<file path="src/rtl/acr_pkg.sv">
package acr_pkg;

   typedef enum logic [2:0] {
      ST_IDLE,
      ST_START,
      ST_DATA,
      ST_PAR,
      ST_STOP
   } rx_state_e;

   typedef enum logic [1:0] {
      BF_OFF = 2'b00,
      BF_X1  = 2'b01,
      BF_X16 = 2'b10,
      BF_X64 = 2'b11
   } baud_code_e;

   typedef struct packed {
      logic [1:0]  len;
      logic        par_en;
      logic        par_even;
      baud_code_e  baud;
   } rx_cfg_t;

   localparam int MIN_CHAR_BITS = 5;

   function automatic int char_bits(input logic [1:0] code);
      return MIN_CHAR_BITS + int'(code);
   endfunction

endpackage

</file>
<file path="src/rtl/acr_sync.sv">
module acr_sync #(
   parameter int STAGES  = 2,
   parameter bit RST_VAL = 1'b1
) (
   input  logic clk,
   input  logic rst_n,
   input  logic d,
   output logic q
);

   logic [STAGES-1:0] chain;

   generate
      for (genvar s = 0; s < STAGES; s++) begin : g_stage
         if (s == 0) begin : g_first
            always_ff @(posedge clk or negedge rst_n) begin
               if (!rst_n) chain[s] <= RST_VAL;
               else        chain[s] <= d;
            end
         end else begin : g_next
            always_ff @(posedge clk or negedge rst_n) begin
               if (!rst_n) chain[s] <= RST_VAL;
               else        chain[s] <= chain[s-1];
            end
         end
      end
   endgenerate

   assign q = chain[STAGES-1];

   initial begin
      assert (STAGES >= 2) else $error("acr_sync: STAGES must be at least 2");
   end

endmodule

</file>
<file path="src/rtl/acr_bit_timer.sv">
module acr_bit_timer
   import acr_pkg::*;
#(
   parameter int OVS_MID  = 16,
   parameter int OVS_HIGH = 64,
   parameter bit HIGH_EN  = 1'b1
) (
   input  logic       clk,
   input  logic       rst_n,
   input  logic       tick,
   input  logic       clear,
   input  logic       half,
   input  baud_code_e baud,
   output logic       sample
);

   localparam int TOP_TICKS = HIGH_EN ? OVS_HIGH : OVS_MID;
   localparam int CNT_W     = $clog2(TOP_TICKS);

   logic [CNT_W-1:0] cnt;
   logic [CNT_W-1:0] lim;

   generate
      if (HIGH_EN) begin : g_two_rates
         always_comb begin
            case (baud)
               BF_X16:  lim = half ? CNT_W'(OVS_MID/2 - 1)  : CNT_W'(OVS_MID - 1);
               BF_X64:  lim = half ? CNT_W'(OVS_HIGH/2 - 1) : CNT_W'(OVS_HIGH - 1);
               default: lim = '0;
            endcase
         end
      end else begin : g_one_rate
         always_comb begin
            case (baud)
               BF_X16, BF_X64: lim = half ? CNT_W'(OVS_MID/2 - 1) : CNT_W'(OVS_MID - 1);
               default:        lim = '0;
            endcase
         end
      end
   endgenerate

   assign sample = tick && !clear && (cnt == lim);

   always_ff @(posedge clk or negedge rst_n) begin
      if (!rst_n)       cnt <= '0;
      else if (clear)   cnt <= '0;
      else if (tick)    cnt <= (cnt == lim) ? '0 : cnt + 1'b1;
   end


   cnt_within_period_chk: assert property (@(posedge clk) disable iff (!rst_n)
      !clear |-> cnt <= lim);

   initial begin
      assert (OVS_MID >= 4 && OVS_MID % 2 == 0) else $error("acr_bit_timer: OVS_MID must be even and >= 4");
      assert (OVS_HIGH > OVS_MID && OVS_HIGH % 2 == 0) else $error("acr_bit_timer: OVS_HIGH must be even and above OVS_MID");
   end

endmodule

</file>
<file path="src/rtl/acr_frame_fsm.sv">
module acr_frame_fsm
   import acr_pkg::*;
#(
   parameter int DATA_W = 8
) (
   input  logic              clk,
   input  logic              rst_n,
   input  logic              tick,
   input  logic              rx_en,
   input  logic              line_s,
   input  rx_cfg_t           cfg,
   input  logic              sample,
   output logic              tmr_clear,
   output logic              tmr_half,
   output baud_code_e        tmr_baud,
   output logic              done,
   output logic [DATA_W-1:0] char_out,
   output logic              par_bad,
   output logic              stop_bad
);

   localparam int IDX_W = $clog2(DATA_W + 1);

   rx_state_e         state;
   rx_cfg_t           cfg_l;
   logic [DATA_W-1:0] shreg;
   logic [IDX_W-1:0]  idx;
   logic              dxor;
   logic              par_bit;
   logic              line_prev;
   logic              active;
   logic              fall_seen;
   int                nb;

   assign active    = rx_en && (cfg.baud != BF_OFF);
   assign fall_seen = tick && line_prev && !line_s;
   assign nb        = char_bits(cfg_l.len);

   assign tmr_clear = (state == ST_IDLE);
   assign tmr_half  = (state == ST_START);
   assign tmr_baud  = cfg_l.baud;

   always_ff @(posedge clk or negedge rst_n) begin
      if (!rst_n) begin
         state     <= ST_IDLE;
         cfg_l     <= '{len: 2'b00, par_en: 1'b0, par_even: 1'b0, baud: BF_OFF};
         shreg     <= '0;
         idx       <= '0;
         dxor      <= 1'b0;
         par_bit   <= 1'b0;
         line_prev <= 1'b1;
         done      <= 1'b0;
         char_out  <= '0;
         par_bad   <= 1'b0;
         stop_bad  <= 1'b0;
      end else begin
         done <= 1'b0;
         if (tick) line_prev <= line_s;
         if (!active) begin
            state <= ST_IDLE;
         end else begin
            case (state)
               ST_IDLE: begin
                  if (fall_seen) begin
                     cfg_l <= cfg;
                     idx   <= '0;
                     dxor  <= 1'b0;
                     shreg <= '0;
                     state <= (cfg.baud == BF_X1) ? ST_DATA : ST_START;
                  end
               end
               ST_START: begin
                  if (sample) state <= line_s ? ST_IDLE : ST_DATA;
               end
               ST_DATA: begin
                  if (sample) begin
                     shreg <= {line_s, shreg[DATA_W-1:1]};
                     dxor  <= dxor ^ line_s;
                     idx   <= idx + 1'b1;
                     if (idx == IDX_W'(nb - 1))
                        state <= cfg_l.par_en ? ST_PAR : ST_STOP;
                  end
               end
               ST_PAR: begin
                  if (sample) begin
                     par_bit <= line_s;
                     state   <= ST_STOP;
                  end
               end
               ST_STOP: begin
                  if (sample) begin
                     done     <= 1'b1;
                     char_out <= shreg >> (DATA_W - nb);
                     par_bad  <= cfg_l.par_en && ((dxor ^ par_bit) ^ ~cfg_l.par_even);
                     stop_bad <= !line_s;
                     state    <= ST_IDLE;
                  end
               end
               default: state <= ST_IDLE;
            endcase
         end
      end
   end


   upper_bits_clear_chk: assert property (@(posedge clk) disable iff (!rst_n)
      done |-> ((char_out >> nb) == '0));

   initial begin
      assert (DATA_W >= 8) else $error("acr_frame_fsm: DATA_W must hold an 8-bit character");
   end

endmodule

</file>
<file path="src/rtl/async_char_rx.sv">
module async_char_rx
   import acr_pkg::*;
#(
   parameter int DATA_W      = 8,
   parameter int OVS_MID     = 16,
   parameter int OVS_HIGH    = 64,
   parameter bit HIGH_EN     = 1'b1,
   parameter int SYNC_STAGES = 2
) (
   input  logic              clk,
   input  logic              rst_n,
   input  logic              samp_tick,
   input  logic              rxd,
   input  logic              rx_enable,
   input  logic [1:0]        baud_mode,
   input  logic [1:0]        char_len,
   input  logic              parity_on,
   input  logic              parity_even,
   input  logic              err_reset,
   input  logic              data_read,
   output logic [DATA_W-1:0] rx_data,
   output logic              rx_ready,
   output logic              parity_err,
   output logic              framing_err,
   output logic              overrun_err
);

   logic              line_s;
   logic              sample;
   logic              tmr_clear;
   logic              tmr_half;
   baud_code_e        tmr_baud;
   logic              frame_done;
   logic [DATA_W-1:0] frame_char;
   logic              frame_par_bad;
   logic              frame_stop_bad;
   rx_cfg_t           cfg;

   assign cfg = '{len: char_len, par_en: parity_on, par_even: parity_even,
                  baud: baud_code_e'(baud_mode)};

   acr_sync #(.STAGES(SYNC_STAGES), .RST_VAL(1'b1)) u_sync (
      .clk   (clk),
      .rst_n (rst_n),
      .d     (rxd),
      .q     (line_s)
   );

   acr_bit_timer #(.OVS_MID(OVS_MID), .OVS_HIGH(OVS_HIGH), .HIGH_EN(HIGH_EN)) u_timer (
      .clk    (clk),
      .rst_n  (rst_n),
      .tick   (samp_tick),
      .clear  (tmr_clear),
      .half   (tmr_half),
      .baud   (tmr_baud),
      .sample (sample)
   );

   acr_frame_fsm #(.DATA_W(DATA_W)) u_fsm (
      .clk       (clk),
      .rst_n     (rst_n),
      .tick      (samp_tick),
      .rx_en     (rx_enable),
      .line_s    (line_s),
      .cfg       (cfg),
      .sample    (sample),
      .tmr_clear (tmr_clear),
      .tmr_half  (tmr_half),
      .tmr_baud  (tmr_baud),
      .done      (frame_done),
      .char_out  (frame_char),
      .par_bad   (frame_par_bad),
      .stop_bad  (frame_stop_bad)
   );

   always_ff @(posedge clk or negedge rst_n) begin
      if (!rst_n) begin
         rx_data     <= '0;
         rx_ready    <= 1'b0;
         parity_err  <= 1'b0;
         framing_err <= 1'b0;
         overrun_err <= 1'b0;
      end else begin
         if (frame_done) rx_data <= frame_char;
         if (frame_done)     rx_ready <= 1'b1;
         else if (data_read) rx_ready <= 1'b0;
         parity_err  <= (parity_err  && !err_reset) || (frame_done && frame_par_bad);
         framing_err <= (framing_err && !err_reset) || (frame_done && frame_stop_bad);
         overrun_err <= (overrun_err && !err_reset) || (frame_done && rx_ready && !data_read);
      end
   end


   flags_sticky_chk: assert property (@(posedge clk) disable iff (!rst_n)
      ($fell(parity_err) || $fell(framing_err) || $fell(overrun_err)) |-> $past(err_reset));


   overrun_needs_ready_chk: assert property (@(posedge clk) disable iff (!rst_n)
      $rose(overrun_err) |-> $past(rx_ready));


   read_clears_ready_chk: assert property (@(posedge clk) disable iff (!rst_n)
      (data_read && !frame_done) |=> !rx_ready);


   disabled_no_frame_chk: assert property (@(posedge clk) disable iff (!rst_n)
      !rx_enable |=> !frame_done);

   initial begin
      assert (SYNC_STAGES >= 2) else $error("async_char_rx: SYNC_STAGES must be at least 2");
   end

endmodule

</file>
<file path="config.mk">
export PLATFORM = sky130hd
export DESIGN_NAME = async_char_rx
export DESIGN_NICKNAME = d
export VERILOG_FILES = /design/src/rtl/acr_pkg.sv /design/src/rtl/acr_sync.sv /design/src/rtl/acr_bit_timer.sv /design/src/rtl/acr_frame_fsm.sv /design/src/rtl/async_char_rx.sv
export SDC_FILE = /design/constraint.sdc
export NUM_CORES = 1
export LEC_CHECK = 0
export BUFFER_PORTS_ARGS = -buffer_cell sky130_fd_sc_hd__buf_2
export CAP_MARGIN = 20
export CORE_MARGIN = 5
export CORE_UTILIZATION = 59
export DETAILED_ROUTE_END_ITERATION = 7
export PLACE_DENSITY = 0.81
export SETUP_SLACK_MARGIN = 0.5
export SLEW_MARGIN = 20
export SYNTH_ARGS = -nofsm -noshare
export SYNTH_HDL_FRONTEND = slang
export SYNTH_SLANG_ARGS = --single-unit
</file>
<file path="constraint.sdc">
create_clock -name clk -period 2.5 [get_ports clk]
set_input_delay 0.375 -clock clk [delete_from_list [all_inputs] [get_ports clk]]
set_output_delay 0.375 -clock clk [all_outputs]
set_load 0.05 [all_outputs]
</file>
# == Word level (Yosys, flattened, before mapping) ==
# Index checks and enable logic that the tools add are counted.
# op_classes
n_addsub,5
n_eq_ne,17
shifts,1
n_mux,31
bitwise,4
n_reduce_logical,30
# op_table
operator,count
8-bit by 32-bit right shift with 8-bit output,1
5-bit by 32-bit subtractor with 32-bit output (first input constant),1
3-bit 2-to-1 mux,8
6-bit 2-to-1 mux,4
3-bit inequality test (second input constant),6
8-bit 2-to-1 mux,2
8-bit one-hot mux with 2 select lines,1
3-bit one-hot mux with 5 select lines,1
1-bit logical AND,13
4-bit 2-to-1 mux,3
6-bit one-hot mux with 2 select lines,1
3-bit AND reduction,3
4-bit one-hot mux with 2 select lines,1
2-bit nonzero test,4
1-bit 2-to-1 mux,7
6-bit by 1-bit adder with 6-bit output (second input constant),1
3-bit by 2-bit equality test with 1-bit output (second input constant),2
6-bit equality test,1
6-bit AND reduction,1
3-bit by 2-bit adder with 4-bit output (first input constant),1
4-bit by 1-bit adder with 4-bit output (second input constant),1
2-bit equality test (second input constant),2
4-bit equality test,1
1-bit zero test,4
other kinds (13),18
# word_totals
ff_bits,55
input_bits,13
wordCells,110

# == Longest topological paths before layout ==
# Gate-level depths: netlist (run 1).
# depth
depth_word,8
ltp_mapped,9

# == Cells and area by module ==
# A second synthesis (run 1) with hierarchy kept.
# unflattened
hier_cells,281
hier_area_um2,2872.8
# by_module_without_submodules
mod,n_inst,cells_per_inst,area_per_inst_um2,seq_area_each_um2
acr_frame_fsm,1,197,1890.6,877.1
async_char_rx,1,27,470.5,300.3
acr_bit_timer,1,55,459.2,150.1
acr_sync,1,2,52.6,52.6

# == Least setup slack after synthesis (run 1) ==
# OpenSTA, ideal clock, no wires.
# synth_timing
path_type,register to register
start,register u_timer.cnt[2]
end,register u_fsm.par_bad
t_arrival_ns,2.110
path_slack_ns,0.298
path_stages_with_launch,7
period_less_slack_ns,2.202
cell_sequence,dfrtp_1 -> or4_4 -> a2111o_1 -> a211o_1 -> buf_2 -> buf_6 -> o31ai_2
# synth_via
elab_chain_len,3
# synth_lines
item,line_no,text
start: declaration,acr_bit_timer.sv:20,logic [CNT_W-1:0] cnt;
start signal: assignment,acr_bit_timer.sv:47,else if (tick) cnt <= (cnt == lim) ? '0 : cnt + 1'b1;
6-bit equality test,acr_bit_timer.sv:42,assign sample = tick && !clear && (cnt == lim);
1-bit logical AND,acr_bit_timer.sv:42,
3-bit AND reduction (no line),n/a,
end signal: assignment,acr_frame_fsm.sv:94,par_bad <= cfg_l.par_en && ((dxor ^ par_bit) ^ ~cfg_l.par_even);
end: declaration,acr_frame_fsm.sv:18,"output logic par_bad,"
# Every way passes these cells.
# A chain may end at the register's enable or synchronous reset.

# == Final worst setup path (run 1) ==
# layout_timing
start,register u_timer.cnt[4]
end,register u_fsm.char_out[4]
# layout_via
elab_chain_len,3
# layout_lines
item,line_no,text
6-bit equality test,acr_bit_timer.sv:42,
1-bit logical AND,acr_bit_timer.sv:42,
3-bit AND reduction (no line),n/a,
end signal: assignment,acr_frame_fsm.sv:93,char_out <= shreg >> (DATA_W - nb);
end: declaration,acr_frame_fsm.sv:17,"output logic [DATA_W-1:0] char_out,"
# Every way passes these cells.

==> results.json, run 1 <==
{
  "peakVddDrop_mv": 0.6483,
  "nFillCells": 291,
  "io_pins": 25,
  "worst_pin_slew_ns": 0.6817,
  "finClkSkew_ns": 0.01026,
  "drive_above_1_share_pct": 37.04,
  "synth_xor_xnor_area_share_pct": 2.228,
  "floorplan.core_area_mm2": 0.004444,
  "synth-compound-area-share_pct": 13.82,
  "critPathArrivalTime_ns": 2.46,
  "vias": 2216,
  "start_kind": "flop",
  "cts.reportedPaths.clkPinSlew_ns": 0.10,
  "timing.max_cap.violations": 0,
  "post-synth-top-count-cell": "sky130_fd_sc_hd__dfrtp_1",
  "antenna_found_initial": 0,
  "worst_setup_path_startpoint": "u_timer.cnt[4]",
  "internal_power_w": 0.001510,
  "global_route.overflow_total": 0,
  "ys_seq_elements": 55,
  "top_cell_type_by_total_area_after_synthesis": "sky130_fd_sc_hd__dfrtp_1",
  "fin_setup_tns_ns": 0,
  "detail_route.drc_violations": 0,
  "synth.area.top_cells": "sky130_fd_sc_hd__dfrtp_1, sky130_fd_sc_hd__mux2_2, sky130_fd_sc_hd__nand2_1",
  "ys_top_cells_by_count": "sky130_fd_sc_hd__dfrtp_1, sky130_fd_sc_hd__nand2_1, sky130_fd_sc_hd__mux2_2",
  "largest_family_of_logic_cells_by_synthesized_area": "simple AND/OR/NAND/NOR gates",
  "first_global_vias": 2059,
  "holdCritPathClass": "in -> reg",
  "layout.area.seq_mm2": 0.001383,
  "yosysSeqAreaShare_pct": 50.16,
  "initialDrtViolationCount": 190,
  "net_switching_component_of_the_power_w": 0.0007329,
  "switching_share_pct": 32.67,
  "critical_path.max_stage_delay_ns": 0.49,
  "synthToLayoutAreaGrowth_pct": 19.28,
  "final_cell_area_mm2": 0.003282,
  "clockRootBuffer": "sky130_fd_sc_hd__clkbuf_8",
  "synth_simple_gate_area_share_pct": 15.92,
  "cp_cell_sequence": "or3b_2, a2bb2o_1, o21ai_4, a211o_4, mux2_4",
  "floorplan.die_area_mm2": 0.006129,
  "required_time_of_the_critical_path_ns": 2.71,
  "slowest_stage": "sky130_fd_sc_hd__or3b_2",
  "drt_first_pass_iters": 4,
  "comb_power_share_pct": 33.1,
  "crit_path_end_kind": "flop",
  "synth_warnings": 0,
  "ant_diodes": 0,
  "dpl-instance-area_mm2": 0.002964,
  "worst_r2r_startpoint": "u_timer.cnt[4]",
  "first_pass_grt_wire_length_mm": 10.12,
  "clock_tree.htree_level_count": 2,
  "synth.area.mux_share_pct": 12.69,
  "synthesis.nets": 268,
  "power.sequential.fraction_pct": 45.1,
  "finalCriticalPeriod_ns": 2.256,
  "min_period_over_period_pct": 90.23,
  "tritoncts": "yes",
  "multi_input_comb_area_mm2": 0.001394,
  "leakagePower_nw": 1.601,
  "final-setup-viol-count": 0,
  "timing_worst_setup_path_type": "reg -> reg",
  "p_clk_share_pct": 21.9,
  "die_height_um": 78.29,
  "die_width_um": 78.29,
  "p_total_w": 0.002243,
  "synth_top_flop_cell": "sky130_fd_sc_hd__dfrtp_1",
  "grt_max_degree": 56,
  "cts-hold-fix-buffers": 0,
  "rsz0062_at_grt": "true",
  "detailed_place_hpwl_mm": 3.828,
  "finish.net_count": 313,
  "synth.lib_cells_used.distinct": 55,
  "synth_top_area_share_pct": 47.29,
  "post_synth_edffs": 0,
  "power_density_mw_per_mm2": 683.5,
  "clkLatencyLatePin_ns": 0.31,
  "cts.sinks": 55,
  "tritoncts.num_buffers": 5,
  "place.port_buffers": 24,
  "timing_max_transition_violations_final": 0,
  "timing.hold.worst.start": "rxd",
  "asyncSetResetFlopFracSynth_pct": 100.0,
  "synth_cells": 251,
  "number_of_vias_per_cell": 6.350,
  "cts_max_path_buffers": 2,
  "drt.antenna.violating_nets": 0,
  "layout.core_utilization_pct": 73.85,
  "routed_wirelength_mm": 6.560,
  "post_synthesis_instance_area_mm2": 0.002751,
  "initial_utilization_pct": 61.91,
  "place_congestion": 0.8861,
  "std_cell_rows": 24,
  "synth.avg_cell_area_um2": 10.96,
  "upper_clock_frequency_limit_mhz": 443.3,
  "outcome": "finished, final reports clean",
  "synth_adder_area_share_pct": 1.819,
  "slew_headroom_pct": 54.56,
  "drt-wirelength-per-cell_um": 18.80,
  "grtUsageTotal_pct": 21.06,
  "worst-path-max-fanout": 9,
  "hold_violations": 0
}
## worst paths after layout
kind	cells after the start	end	slack [ns]
worst max register to register	5	u_fsm.char_out[4]	0.24
max in group asynchronous	2	u_timer.cnt[4]	1.84
worst max-delay path	5	u_fsm.char_out[4]	0.24
min in group asynchronous	2	u_fsm.state[2]	0.18
worst min register to register	0	u_sync.q	0.36
worst min-delay path	1	u_sync.chain[0]	0.16
## placed cells by master, fill, tap and decap left out, types with 4 or more instances in the layout
cell | synthesis | routed
sky130_fd_sc_hd__dfrtp_1 | 52 | 50
sky130_fd_sc_hd__nand2_1 | 34 | 32
sky130_fd_sc_hd__buf_2 | 5 | 24
sky130_fd_sc_hd__buf_4 | 0 | 21
sky130_fd_sc_hd__mux2_2 | 21 | 20
sky130_fd_sc_hd__nand3_1 | 19 | 18
sky130_fd_sc_hd__o21ai_0 | 14 | 10
sky130_fd_sc_hd__nor2_1 | 9 | 9
sky130_fd_sc_hd__inv_1 | 8 | 7
sky130_fd_sc_hd__mux4_2 | 5 | 5
sky130_fd_sc_hd__nor3b_1 | 5 | 5
sky130_fd_sc_hd__clkbuf_8 | 0 | 5
sky130_fd_sc_hd__o21ai_1 | 2 | 4
sky130_fd_sc_hd__xor2_1 | 4 | 4
sky130_fd_sc_hd__ha_1 | 4 | 4
sky130_fd_sc_hd__buf_6 | 1 | 4
## what timing repair did
action,CTS,global route
pin swaps,6,10
gates cloned,2,0
buffers inserted,6,8
hold endpoints to repair,0,0
endpoints found under the setup margin,36,40
resized for setup,9,21
## state kept, by name, summed over array words and instances (netlist names), 2 cells and up
name,flops
u_fsm.tmr_baud,2
rx_data,8
u_fsm.state,3
u_fsm.char_out,8
u_fsm.shreg,8
u_timer.cnt,6
u_fsm.cfg_l,4
u_fsm.idx,4
## cell families after synthesis
logic type                 after synthesis
muxes                                   26
DFF                                     55
AOI/OAI and AO/OA                       51
adders and majority gates                4
and+or+nand+nor                         87
xor gates and xnor gates                 7
buffers and inverters                   21
## final cells by class
| cell class | instances | share of cell area [%] |
|---|---|---|
| multi-input combinational | 177 | 42.47 |
| sequential | 55 | 42.13 |
| timing repair buffer | 49 | 9.836 |
| clock buffer | 5 | 2.097 |
| tap | 52 | 1.982 |
| inverter | 8 | 0.9150 |
| clock inverter | 3 | 0.5719 |
## metrics by stage
stage / std cells / hold WS (ns) / worst slack, ns
final: 349 / 0.1642 / 0.2443
after global routing: 349 / 0.1523 / 0.1926
after floorplan: 251 / 0.07941 / 0.3147
after detailed placement: 325 / 0.3509 / 0.1112
after global placement: 325 / 0.3458 / 0.1409
after CTS: 341 / 0.1547 / 0.2590
## critical path, delay by kind of cell, from the launching register on
kind / cells / cell delay [ns]
DFF: 1 / 0.48
and+or+nand+nor: 1 / 0.49
AOI/OAI and AO/OA: 3 / 0.86
muxes: 1 / 0.31
## power groups by stage
stage	logic [W]	clock network [W]	registers (W)
2_1_floorplan	0.000417	0	0.00102
3_3_place_gp	0.000544	0	0.00102
3_5_place_dp	0.000574	0	0.00103
4_1_cts	0.000660	0.000500	0.00100
5_1_grt	0.000794	0.000538	0.00102
6_report	0.000742	0.000491	0.00101
## metal layers
layer / track usage (%) / vias to the layer above / part of all wire, %
met5: 0 / - / 0
met4: 7.517 / 0 / 2.7
met3: 5.606 / 18 / 6.2
met2: 34.93 / 87 / 50
met1: 26.77 / 1107 / 41
li1: - / 1004 / -
Power figures use the tool's default switching activity.
==> inputs of run 2 (changes only) <==
Settings changed: RECOVER_POWER set to 100.
==> run 2 against run 1 <==
First-iteration DRC count is 14% lower. Worst setup slack worse by 0.078 ns. Clock power hardly changed. Combinational power is 6.9% lower. Sequential share of layout area is 0.94 points higher. Register-to-register slack worse by 0.08 ns. Worst hold slack worse by 0.00066 ns. Design area is 2.2% lower. Critical path depth is 3 higher.
==> results.json, run 2 (synthesis gave the netlist of run 1 again) <==
{
  "clock_tree.htree_level_count": 2,
  "m1_wl_mm": 2.605,
  "clkLatencyLatePin_ns": 0.31,
  "number_of_vias_per_cell": 6.309,
  "routed_wirelength_mm": 6.489,
  "cp_cell_sequence": "or4_1, clkbuf_1, a2111oi_4, clkbuf_4, a32o_1, clkbuf_2, nand2_1, nand2_1",
  "place_congestion": 0.8861,
  "drt.antenna.violating_nets": 0,
  "slowest_stage": "sky130_fd_sc_hd__or4_1",
  "wl_met2_mm": 3.221,
  "routed-wl-met3_um": 478,
  "holdCritPathClass": "in -> reg",
  "worst-path-max-fanout": 8,
  "critical-path-top-delay-family": "simple AND/OR/NAND/NOR gates",
  "finish.net_count": 313,
  "layout.core_utilization_pct": 72.24,
  "timing_max_transition_violations_final": 0,
  "fin_setup_tns_ns": 0,
  "most-common-layout-cells": "sky130_fd_sc_hd__dfrtp_1, sky130_fd_sc_hd__nand2_1, sky130_fd_sc_hd__nand3_1, sky130_fd_sc_hd__mux2_2, sky130_fd_sc_hd__buf_4",
  "worst_pin_slew_ns": 1.323,
  "min_period_over_period_pct": 93.35,
  "synthToLayoutAreaGrowth_pct": 16.69,
  "hold_violations": 0,
  "nFillCells": 302,
  "crit_path_end_kind": "flop",
  "cts-hold-fix-buffers": 0,
  "floorplan.core_area_mm2": 0.004444,
  "global_route.overflow_total": 0,
  "dpl-instance-area_mm2": 0.002964,
  "critPathArrivalTime_ns": 2.59,
  "required_time_of_the_critical_path_ns": 2.76,
  "first_pass_grt_wire_length_mm": 10.12,
  "start_kind": "flop",
  "p_total_w": 0.002191,
  "finalCriticalPeriod_ns": 2.334,
  "first_global_vias": 2059,
  "layout.cells.most_common": "sky130_fd_sc_hd__dfrtp_1",
  "detail_route.drc_violations": 0,
  "final-setup-viol-count": 0,
  "cts_max_path_buffers": 2,
  "final_cell_area_mm2": 0.003211,
  "place.port_buffers": 24,
  "power_density_mw_per_mm2": 682.4,
  "grt_max_degree": 56,
  "antenna_found_initial": 0,
  "highest_layer": "met4",
  "initial_utilization_pct": 61.91,
  "cts.reportedPaths.clkPinSlew_ns": 0.10,
  "clockRootBuffer": "sky130_fd_sc_hd__clkbuf_8",
  "timing_worst_setup_path_type": "reg -> reg",
  "timing.max_cap.violations": 0,
  "drt_first_pass_iters": 4,
  "initialDrtViolationCount": 164,
  "slew_headroom_pct": 11.82,
  "buffer_and_inverter_count_on_the_worst_path": 3,
  "crit_path_frequent_cell": "sky130_fd_sc_hd__nand2_1",
  "leakagePower_nw": 1.522,
  "peakVddDrop_mv": 0.6395,
  "die_width_um": 78.29,
  "detailed_place_hpwl_mm": 3.828,
  "cts.sinks": 55,
  "drive_above_1_share_pct": 29.63,
  "largest_registers": "rx_data x8, u_fsm.char_out x8, u_fsm.shreg x8",
  "die_height_um": 78.29,
  "ant_diodes": 0,
  "outcome": "finished, final reports clean",
  "upper_clock_frequency_limit_mhz": 428.5,
  "drt-wirelength-per-cell_um": 18.59,
  "tritoncts.num_buffers": 5,
  "tritoncts": "yes",
  "io_pins": 25,
  "critical_path.max_stage_delay_ns": 0.59,
  "vias": 2202,
  "floorplan.die_area_mm2": 0.006129,
  "finClkSkew_ns": 0.01062,
  "rsz0062_at_grt": "true",
  "std_cell_rows": 24,
  "grtUsageTotal_pct": 21.06
}
run 2: power breakdown:
| group | switching [W] | total [W] | internal (W) |
|---|---|---|---|
| clock network | 0.000292 | 0.000490 | 0.000198 |
| registers | 0.0000573 | 0.00101 | 0.000953 |
| logic | 0.000364 | 0.000691 | 0.000327 |
| total | 0.000713 | 0.00219 | 0.00148 |
run 2: final timing paths:
kind / slack [ns] / endpoint / cells after the start / start
worst max-delay path: 0.17 / u_fsm.shreg[7] / 8 / u_fsm.tmr_baud[1]
worst min-delay path: 0.16 / u_sync.chain[0] / 1 / rxd
worst max register to register: 0.17 / u_fsm.shreg[7] / 8 / u_fsm.tmr_baud[1]
worst min register to register: 0.37 / u_sync.q / 0 / u_sync.chain[0]
max in group asynchronous: 1.21 / u_timer.cnt[4] / 2 / rst_n
min in group asynchronous: 0.43 / u_fsm.state[2] / 2 / rst_n
run 2: metrics by stage:
step                cells  hold slack [ns]  setup slack [ns]
floorplan             251          0.07941            0.3147
global placement      325           0.3458            0.1409
detailed placement    325           0.3509            0.1112
CTS                   341           0.1547            0.2590
global route          349           0.1523            0.1236
finish                349           0.1635            0.1662
run 2: final cells by class:
cell class | instances | area (µm²) | share of cell area (%)
clock buffers | 5 | 68.82 | 2.143
multi-input cells | 177 | 1358 | 42.28
flip-flops and latches | 55 | 1383 | 43.06
repair buffers | 49 | 287.8 | 8.963
well taps | 52 | 65.06 | 2.026
clock inverters | 3 | 18.77 | 0.5846
inverters | 8 | 30.03 | 0.9353
run 2: per-layer routing:
metal | track usage [%] | vias up
li1 | - | 1000
met1 | 26.77 | 1087
met2 | 34.93 | 96
met3 | 5.606 | 19
met4 | 7.517 | 0
met5 | 0 | -
run 2: what timing repair did:
item,in CTS,in global routing
pin swaps,6,10
cloned,2,0
resized for setup,9,21
setup buffers,6,8
endpoints found under the setup margin,36,40
run 2: worst register-to-register path: cells and delay by family (launching register included):
family / cells / cell delay, ns
AOI/OAI and AO/OA: 2 / 0.55
buffers and inverters: 3 / 0.60
DFF: 1 / 0.39
and+or+nand+nor: 3 / 0.76
